--- config.mk ---
export PLATFORM = sky130hd
export DESIGN_NAME = rsq_reset_seq
export DESIGN_NICKNAME = d
export VERILOG_FILES = /design/src/rtl/rsq_pkg.sv /design/src/rtl/rsq_sync.sv /design/src/rtl/rsq_glitch_filter.sv /design/src/rtl/rsq_pin_edge.sv /design/src/rtl/rsq_timeout.sv /design/src/rtl/rsq_reset_seq.sv
export SDC_FILE = /design/constraint.sdc
export NUM_CORES = 1
export LEC_CHECK = 0
export BUFFER_PORTS_ARGS = -buffer_cell sky130_fd_sc_hd__buf_2
export CAP_MARGIN = 10
export CORE_AREA = 2 2 55 68
export CTS_CLUSTER_DIAMETER = 30
export DETAILED_ROUTE_END_ITERATION = 8
export DIE_AREA = 0 0 57 70
export PLACE_DENSITY = 0.74
export RECOVER_POWER = 25
export REMOVE_ABC_BUFFERS = 1
export SLEW_MARGIN = 20
export SYNTH_ARGS = -nofsm -noshare
export SYNTH_HDL_FRONTEND = slang
export SYNTH_SLANG_ARGS = --single-unit
--- constraint.sdc ---
create_clock -name clk -period 2.3 [get_ports clk]
set_input_delay 0.115 -clock clk [delete_from_list [all_inputs] [get_ports clk]]
set_output_delay 0.115 -clock clk [all_outputs]
set_load 0.02 [all_outputs]
--- src/rtl/rsq_pkg.sv ---
package rsq_pkg;

  // Trigger sources that start or hold the reset timeout.
  typedef struct packed {
    logic supply_low;
    logic pin_lo_fall;
    logic pin_hi_rise;
    logic wdt;
  } rsq_trig_t;

  function automatic int rsq_cnt_w(input int n);
    return (n > 1) ? $clog2(n) : 1;
  endfunction

endpackage

--- src/rtl/rsq_sync.sv ---
module rsq_sync #(
  parameter int             W       = 1,
  parameter int             STAGES  = 2,
  parameter logic [W-1:0]   RST_VAL = '0
) (
  input  logic         clk,
  input  logic         rst,
  input  logic [W-1:0] d_i,
  output logic [W-1:0] q_o
);

  logic [W-1:0] stg [STAGES];

  always_ff @(posedge clk) begin
    if (rst) stg[0] <= RST_VAL;
    else     stg[0] <= d_i;
  end

  for (genvar s = 1; s < STAGES; s++) begin : g_stage
    always_ff @(posedge clk) begin
      if (rst) stg[s] <= RST_VAL;
      else     stg[s] <= stg[s-1];
    end
  end

  assign q_o = stg[STAGES-1];

endmodule

--- src/rtl/rsq_glitch_filter.sv ---
module rsq_glitch_filter #(
  parameter int   HOLD    = 4,
  parameter logic RST_VAL = 1'b0
) (
  input  logic clk,
  input  logic rst,
  input  logic d_i,
  output logic q_o
);

  localparam int CW = rsq_pkg::rsq_cnt_w(HOLD);
  localparam logic [CW-1:0] LAST = CW'(HOLD - 1);

  logic [CW-1:0] run_q;
  logic          filt_q;

  always_ff @(posedge clk) begin
    if (rst) begin
      filt_q <= RST_VAL;
      run_q  <= '0;
    end else if (d_i != filt_q) begin
      if (run_q == LAST) begin
        filt_q <= d_i;
        run_q  <= '0;
      end else begin
        run_q  <= run_q + 1'b1;
      end
    end else begin
      run_q <= '0;
    end
  end

  assign q_o = filt_q;

  AST_FILT_STABLE: assert property (@(posedge clk) disable iff (rst)
    (d_i == filt_q) |=> $stable(filt_q));

endmodule

--- src/rtl/rsq_pin_edge.sv ---
module rsq_pin_edge #(
  parameter int SYNC_STAGES = 2
) (
  input  logic clk,
  input  logic rst,
  input  logic pin_hi_s_i,
  input  logic pin_lo_s_i,
  input  logic drive_i,
  output logic hi_rise_o,
  output logic lo_fall_o
);

  localparam int HW = SYNC_STAGES + 1;

  logic          hi_prev_q;
  logic          lo_prev_q;
  logic [HW-1:0] drv_hist_q;
  logic          mask;

  always_ff @(posedge clk) begin
    if (rst) begin
      hi_prev_q  <= 1'b1;
      lo_prev_q  <= 1'b0;
      drv_hist_q <= '1;
    end else begin
      hi_prev_q  <= pin_hi_s_i;
      lo_prev_q  <= pin_lo_s_i;
      drv_hist_q <= {drv_hist_q[HW-2:0], drive_i};
    end
  end

  // Own drive reaches the sensed pins after the synchroniser delay.
  assign mask      = drive_i | (|drv_hist_q);
  assign hi_rise_o = !mask && !hi_prev_q && pin_hi_s_i;
  assign lo_fall_o = !mask && lo_prev_q && !pin_lo_s_i;

  AST_MASK_HI: assert property (@(posedge clk) disable iff (rst)
    drive_i |-> !hi_rise_o);
  AST_MASK_LO: assert property (@(posedge clk) disable iff (rst)
    drive_i |-> !lo_fall_o);

endmodule

--- src/rtl/rsq_timeout.sv ---
module rsq_timeout #(
  parameter int TIMEOUT_CYCLES = 20
) (
  input  logic clk,
  input  logic rst,
  input  logic trig_i,
  output logic active_o
);

  localparam int CW = rsq_pkg::rsq_cnt_w(TIMEOUT_CYCLES);
  localparam logic [CW-1:0] LAST = CW'(TIMEOUT_CYCLES - 1);

  logic [CW-1:0] cnt_q;
  logic          busy_q;

  always_ff @(posedge clk) begin
    if (rst) begin
      busy_q <= 1'b1;
      cnt_q  <= '0;
    end else if (trig_i) begin
      busy_q <= 1'b1;
      cnt_q  <= '0;
    end else if (busy_q) begin
      if (cnt_q == LAST) begin
        busy_q <= 1'b0;
        cnt_q  <= '0;
      end else begin
        cnt_q  <= cnt_q + 1'b1;
      end
    end
  end

  assign active_o = busy_q;

  AST_TRIG_ACTIVE: assert property (@(posedge clk) disable iff (rst)
    trig_i |=> (active_o && cnt_q == '0));
  AST_CNT_BOUND: assert property (@(posedge clk) disable iff (rst)
    active_o |-> (cnt_q <= LAST));
  AST_IDLE_HOLD: assert property (@(posedge clk) disable iff (rst)
    (!active_o && !trig_i) |=> !active_o);

endmodule

--- src/rtl/rsq_reset_seq.sv ---
module rsq_reset_seq #(
  parameter int SYNC_STAGES    = 2,
  parameter int GLITCH_CYCLES  = 4,
  parameter int TIMEOUT_CYCLES = 25_000_000
) (
  input  logic clk,
  input  logic rst,
  input  logic supply_ok_i,
  input  logic aux_low_i,
  input  logic pin_hi_i,
  input  logic pin_lo_i,
  input  logic wdt_expire_i,
  output logic rst_hi_oe_o,
  output logic rst_lo_oe_o,
  output logic vlow_o
);

  import rsq_pkg::*;

  logic [2:0] raw_in;
  logic [2:0] syn_in;
  logic       supply_filt;
  logic       hi_rise;
  logic       lo_fall;
  logic       active;
  rsq_trig_t  trig;

  // bit 2: supply, bit 1: active-high pin, bit 0: active-low pin
  assign raw_in = {supply_ok_i, pin_hi_i, pin_lo_i};

  rsq_sync #(
    .W      (3),
    .STAGES (SYNC_STAGES),
    .RST_VAL(3'b010)
  ) u_sync (
    .clk(clk),
    .rst(rst),
    .d_i(raw_in),
    .q_o(syn_in)
  );

  rsq_glitch_filter #(
    .HOLD   (GLITCH_CYCLES),
    .RST_VAL(1'b0)
  ) u_filt (
    .clk(clk),
    .rst(rst),
    .d_i(syn_in[2]),
    .q_o(supply_filt)
  );

  rsq_pin_edge #(
    .SYNC_STAGES(SYNC_STAGES)
  ) u_edge (
    .clk       (clk),
    .rst       (rst),
    .pin_hi_s_i(syn_in[1]),
    .pin_lo_s_i(syn_in[0]),
    .drive_i   (active),
    .hi_rise_o (hi_rise),
    .lo_fall_o (lo_fall)
  );

  always_comb begin
    trig.supply_low  = !supply_filt;
    trig.pin_lo_fall = lo_fall;
    trig.pin_hi_rise = hi_rise;
    trig.wdt         = wdt_expire_i;
  end

  rsq_timeout #(
    .TIMEOUT_CYCLES(TIMEOUT_CYCLES)
  ) u_tmo (
    .clk     (clk),
    .rst     (rst),
    .trig_i  (|trig),
    .active_o(active)
  );

  assign rst_hi_oe_o = active;
  assign rst_lo_oe_o = active;
  assign vlow_o      = aux_low_i;

  AST_SUPPLY_HOLD: assert property (@(posedge clk) disable iff (rst)
    !supply_filt |=> rst_hi_oe_o);
  AST_WDT_RESET: assert property (@(posedge clk) disable iff (rst)
    wdt_expire_i |=> (rst_hi_oe_o && rst_lo_oe_o));

endmodule

# Yosys cells after proc, flatten, opt, wreduce, memory -nomap -nowiden
# Memory sizes are Yosys's and may differ from the RTL's.
# Cells that the tools add are included.
[word_totals] register_bits=34 latchBits=0 ramBits=6 mem_bits_ro=0 in_bits=7 mem_count=1
[classes] addsub=2 multipliers=0 div=0 order_cmp=0 n_eq_ne=3 shifts=0 muxes=8 n_bitwise=4 reduce_logical=12
[mem_list] memory="u_sync.stg" depth=2 word_bits=3 read_ports=2 rd_clocked_by_memory_dff=0 wr=2 line="rsq_sync.sv:12" source="logic [W-1:0] stg [STAGES];"
[op_table] op="25-bit by 1-bit adder with 25-bit output (second input constant)" count=1
[op_table] op="25-bit == test (second input constant)" count=1
[op_table] op="25-bit 2-to-1 mux" count=1
[op_table] op="3-bit 2-to-1 mux" count=2
[op_table] op="3-bit OR reduction" count=2
[op_table] op="1-bit 2-to-1 mux" count=5
[op_table] op="5-bit OR reduction" count=1
[op_table] op="1-bit logical AND" count=4
[op_table] op="1-bit logical NOT" count=4
[op_table] op="1-bit OR" count=3
[op_table] op="2-bit by 1-bit adder with 2-bit output (second input constant)" count=1
[op_table] op="2-bit == test (second input constant)" count=1
[op_table] op="2-bit AND reduction" count=1
[op_table] op="1-bit inequality test" count=1
[op_table] op="1-bit NOT" count=1

# Longest topological paths before layout
[depth] ltp_word=6 ltp_mapped=6 ltp_nobuf=5

# Cells and area by module
# A second synthesis with hierarchy kept.
[hier_totals] cells_unflattened=176 area_unflattened_um2=1669.1
[by_module_without_submodules] module="rsq_timeout" n_inst=1 cells_each=139 area_each_um2=1202.4 seq_area_each_um2=520.5
[by_module_without_submodules] module="rsq_pin_edge" n_inst=1 cells_each=13 area_each_um2=167.7 seq_area_each_um2=100.1
[by_module_without_submodules] module="rsq_sync" n_inst=1 cells_each=12 area_each_um2=157.7 seq_area_each_um2=120.1
[by_module_without_submodules] module="rsq_glitch_filter" n_inst=1 cells_each=9 area_each_um2=116.4 seq_area_each_um2=60.1
[by_module_without_submodules] module="rsq_reset_seq" n_inst=1 cells_each=3 area_each_um2=25.0 seq_area_each_um2=0.0

# Least setup slack after synthesis
# No wires, ideal clock.
[synth_timing] path_kind="register -> register" from="register u_tmo.busy_q, in the netlist u_tmo.active_o" to="register u_tmo.cnt_q[24]" setup_ns=0.080 arrival_ns=2.001 required_ns=2.220 setup_slack_ns=0.219 path_stages_with_launch=6 path_buffers=1 period_less_slack_ns=2.081 path_cell_list="dfxtp_1 buf_2 nand3_4 or4_4 or4_4 a211oi_2"
[synth_between] elab_chain_len=5
[synth_lines] element="start: declaration" line="rsq_timeout.sv:14" source="logic busy_q;"
[synth_lines] element="start signal: assignment" line="rsq_timeout.sv:18" source="busy_q <= 1'b1;"
[synth_lines] element="start signal: assignment" line="rsq_timeout.sv:21" source="busy_q <= 1'b1;"
[synth_lines] element="start signal: assignment" line="rsq_timeout.sv:25" source="busy_q <= 1'b0;"
[synth_lines] element="1-bit OR" line="rsq_pin_edge.sv:33" source="assign mask = drive_i | (|drv_hist_q);"
[synth_lines] element="1-bit logical NOT" line="rsq_pin_edge.sv:34, rsq_pin_edge.sv:35"
[synth_lines] element="1-bit logical AND, on equally long branches (2 in a row)" line="rsq_pin_edge.sv:34, rsq_pin_edge.sv:35"
[synth_lines] element="5-bit OR reduction (no source line)"
[synth_lines] element="end signal: assignment" line="rsq_timeout.sv:28" source="cnt_q <= cnt_q + 1'b1;"
[synth_lines] element="end: declaration" line="rsq_timeout.sv:13" source="logic [CW-1:0] cnt_q;"
# Several ways; a longest one is shown, not always the timed one.
# A chain may end at the register's enable or synchronous reset.

# Worst setup path after layout
[layout_timing] from="register u_tmo.cnt_q[0]" to="register u_tmo.cnt_q[24]"
[layout_between] elab_chain_len=2
[layout_lines] element="25-bit by 1-bit adder with 25-bit output or 25-bit == test (tied branches)" line="rsq_timeout.sv:28, rsq_timeout.sv:24"
[layout_lines] element="25-bit 2-to-1 mux *" line="rsq_timeout.sv:24" source="if (cnt_q == LAST) begin"
# Mark *: on every way between the ends. The rest lies on a longest branch, timed or not.

==> implementation parameters <==
Parameter                              Value

STA
  Min Clock Period, post-route ... 2.20 ns
  Finish-stage setup viols ... 0
  Worst Hold Margin ... 0.0321 ns
  Worst-case setup margin in the final layout ... 0.101 ns
  Slew HR ... 65.4%
  Hold Violations, Final ... 0
  Setup repair after global routing missed its margin ... false
  Slew @ Worst Pin ... 0.518 ns
  Highest Clock Rate ... 0.455 GHz
  Period utilization ... 95.6%
  Worst Skew ... 0.00752 ns
  Total count of max-transition violations in the final report ... 0

Drt
  Initial DRT Pass Iterations ... 4
  Final Routed Wirelength ... 3.29 mm
  Number of DRC markers in iteration 0 ... 66
  Final routed wire length divided by cell count ... 14.2 um
  Number of DRC violations after detailed routing ... 0
  Remaining antenna violation count ... 0
  Detailed-route via count ... 1,392
  Per-cell via count in the routed design ... 6.00

Global routing
  Number of global-route vias before repair ... 1,304
  Global-route wire length before repair ... 5.81 mm
  Initial antenna violation count ... 0
  Combined global-route utilization of all metal layers ... 18.7%
  Maximum number of pins on one net before global-route repair ... 27
  Overall overflow remaining after global route ... 0

Worst hold path
  End of the worst hold path ... u_sync.stg[0][0]
  Hold Crit Class ... in -> reg
  WHS Path Cells ... 2
  Min-delay src ... pin_lo_i

Setup path
  Worst Path Class, Setup ... reg -> reg
  Sort of element at the end of the critical path ... flip-flop
  Kind of start point of the critical path ... flip-flop
  Worst R2R Start ... u_tmo.cnt_q[0]
  Register-to-register setup slack ... 0.10 ns
  Crit-path max FO ... 14
  Depth of the worst register-to-register path ... 5
  Crit Reg-Reg Endpoint ... u_tmo.cnt_q[24]
  Data required time at the worst endpoint ... 2.52 ns
  Data arrival time at the worst-slack endpoint ... 2.42 ns

Final layout
  Commonest cells after routing, fill and taps aside ... sky130_fd_sc_hd__dfxtp_1 (40), sky130_fd_sc_hd__nor3_1 (13), sky130_fd_sc_hd__xnor2_1 (9)
  Antenna diode instance count ... 0
  Area added between synthesis and finish ... 9.70%
  Layout filler cell count ... 295
  Count of placed standard cells in the final layout, fillers left out ... 232
  Most common cell after layout, fill and taps aside ... sky130_fd_sc_hd__dfxtp_1
  Final Util ... 57.0%
  Fraction of final layout cells with drive strength greater than 1 ... 20.2%
  Number of nets in the layout ... 201

Logic synthesis
  Post-Syn Area per Cell ... 9.67 sq um
  YS warnings ... 0
  Count of mapped cells out of synthesis ... 184
  Ranking of synthesized cells by area ... sky130_fd_sc_hd__dfxtp_1 (45%), sky130_fd_sc_hd__a211oi_2 (4.9%), sky130_fd_sc_hd__xnor2_1 (4.4%), sky130_fd_sc_hd__nor3_1 (3.7%), sky130_fd_sc_hd__o31ai_1 (3.0%)
  Top_reg_cell synth ... sky130_fd_sc_hd__dfxtp_1
  Count of flip-flops with a built-in enable after synthesis ... 0
  Unique cell type count in the Yosys netlist ... 33
  Library cell occupying the most area in the post-synthesis netlist ... sky130_fd_sc_hd__dfxtp_1
  Share of the yosys chip area belonging to registers ... 45.0%
  Proportion of register bits with asynchronous set or reset after synthesis ... 0%
  Fraction of synthesized cell area taken by the top area cell type ... 45.0%
  FF+latch count, synth ... 40
  Post-synthesis cell area ... 1780 sq um

Power and ir drop
  Leakage component of the power ... 0.000561 uW
  Cell area power density ... 653 nW/um^2
  Worst vdd ir ... 634 uV

Floorplan
  Horiz. Die Dim ... 57 um
  Core Rows ... 24
  Core ar. ... 3420 sq um
  Effective utilization at floorplan ... 52.0%
  Area of the die ... 3990 sq um
  Die Y-Extent ... 70 um
  Number of placed I/O pins ... 10

Clocking
  Post-CTS Setup Repair Bufs ... 0
  TritonCTS Buffers ... 5
  Clock Tree Root ... sky130_fd_sc_hd__clkbuf_8
  Sinks on the clock net ... 40
  TritonCTS clock tree ... built
  Max clock buf depth ... 2
  Number of levels the H-tree was split into ... 2
  CTS clock-pin slew for the worst setup and hold paths ... 0.07 ns
  Clock insertion delay at the later pin of the skew report ... 0.30 ns

Placed design
  HPWL reported at the end of detailed placement ... 2.20 mm
  GP Congestion ... 0.778
  Post-Place Worst Slack ... 0.0779 ns
  Buffers on Ports ... 7
  DP Cell Count ... 223

Job
  Maximum Capacitance Violations ... 0

Status
  Result of the run ... finished clean
what timing repair did:
item                       in CTS  in global routing
hold endpoints to repair        1                  0
hold buffers                    1                  0
setup endpoints to repair       0                  1
gates resized for setup         0                  1
sequential cells by signal (all words and copies together), names as in the netlist:
| register | flops |
|---|---|
| u_filt.q_o | 1 |
| u_tmo.cnt_q | 25 |
| u_edge.hi_prev_q | 1 |
| u_edge.lo_prev_q | 1 |
| u_sync.stg | 6 |
| u_tmo.active_o | 1 |
| u_filt.run_q | 2 |
| u_edge.drv_hist_q | 3 |
layer usage:
metal,vias up,wire (um),GRT usage [%]
met5,-,0,0
met1,665,1420,21.4
met3,8,108,5.56
li1,691,-,-
met4,0,76,9.56
met2,28,1690,30.9
area by class of cell:
class / instances / area (sq um) / area share (%)
inverters: 5 / 18.8 / 0.962
flip-flops and latches: 40 / 801 / 41.0
clock buffers: 6 / 72.6 / 3.72
clock inverters: 2 / 35.0 / 1.79
repair buffers: 12 / 73.8 / 3.78
multi-input cells: 128 / 902 / 46.2
well taps: 39 / 48.8 / 2.50
cells in the mapped netlist (all sizes together) (8+ instances only):
master and n:
a211oi 13, or4 8, nand3 8, o21ai 8
xnor2 9, or3 8, nor2 8, dfxtp 40
nor3 13, nand2 8
how the worst max path moves through the flow:
| stage | startpoint | endpoint |
|---|---|---|
| after floorplan | u_tmo.active_o | u_tmo.cnt_q[0] |
| after global placement | u_tmo.cnt_q[0] | u_tmo.cnt_q[24] |
| after detailed placement | u_tmo.cnt_q[0] | u_tmo.cnt_q[24] |
| after CTS | u_tmo.cnt_q[0] | u_tmo.cnt_q[24] |
| after global routing | u_tmo.cnt_q[0] | u_tmo.cnt_q[24] |
| final | u_tmo.cnt_q[0] | u_tmo.cnt_q[24] |
critical path, stage by stage (launching register included):
cell and delay (ns):
sky130_fd_sc_hd__dfxtp_1 0.41, sky130_fd_sc_hd__ha_2 0.27, sky130_fd_sc_hd__nand3_4 0.11, sky130_fd_sc_hd__or4_4 0.59, sky130_fd_sc_hd__or4_4 0.54, sky130_fd_sc_hd__a211oi_2 0.21
metrics by stage:
| step | setup TNS, ns | instance area (sq um) | power [uW] |
|---|---|---|---|
| after CTS | 0 | 1950 | 1280 |
| final | 0 | 1950 | 1270 |
| after global placement | 0 | 1830 | 729 |
| after global routing | 0 | 1950 | 1320 |
| after floorplan | -21.72 | 1710 | 722 |
| after detailed placement | 0 | 1830 | 731 |
where the power goes:
group          internal (uW)  switching, uW  leakage [uW]
Sequential               698           2.13      0.000324
Clock                    322            237     0.0000552
Combinational           8.62           6.27      0.000182
Total                   1030            245      0.000561
cells by family after synthesis:
group	Yosys count	share of synthesized area, %
AO/OA/AOI/OAI	30	13.4
XOR/XNOR	12	5.91
AND/OR/NAND/NOR	83	28.9
buffers and inverters	16	4.78
multiplexers	1	0.563
flip-flops	40	45.0
adder cells (fa/ha/maj)	2	1.41
Note: power is estimated with default switching activity, not from simulation.
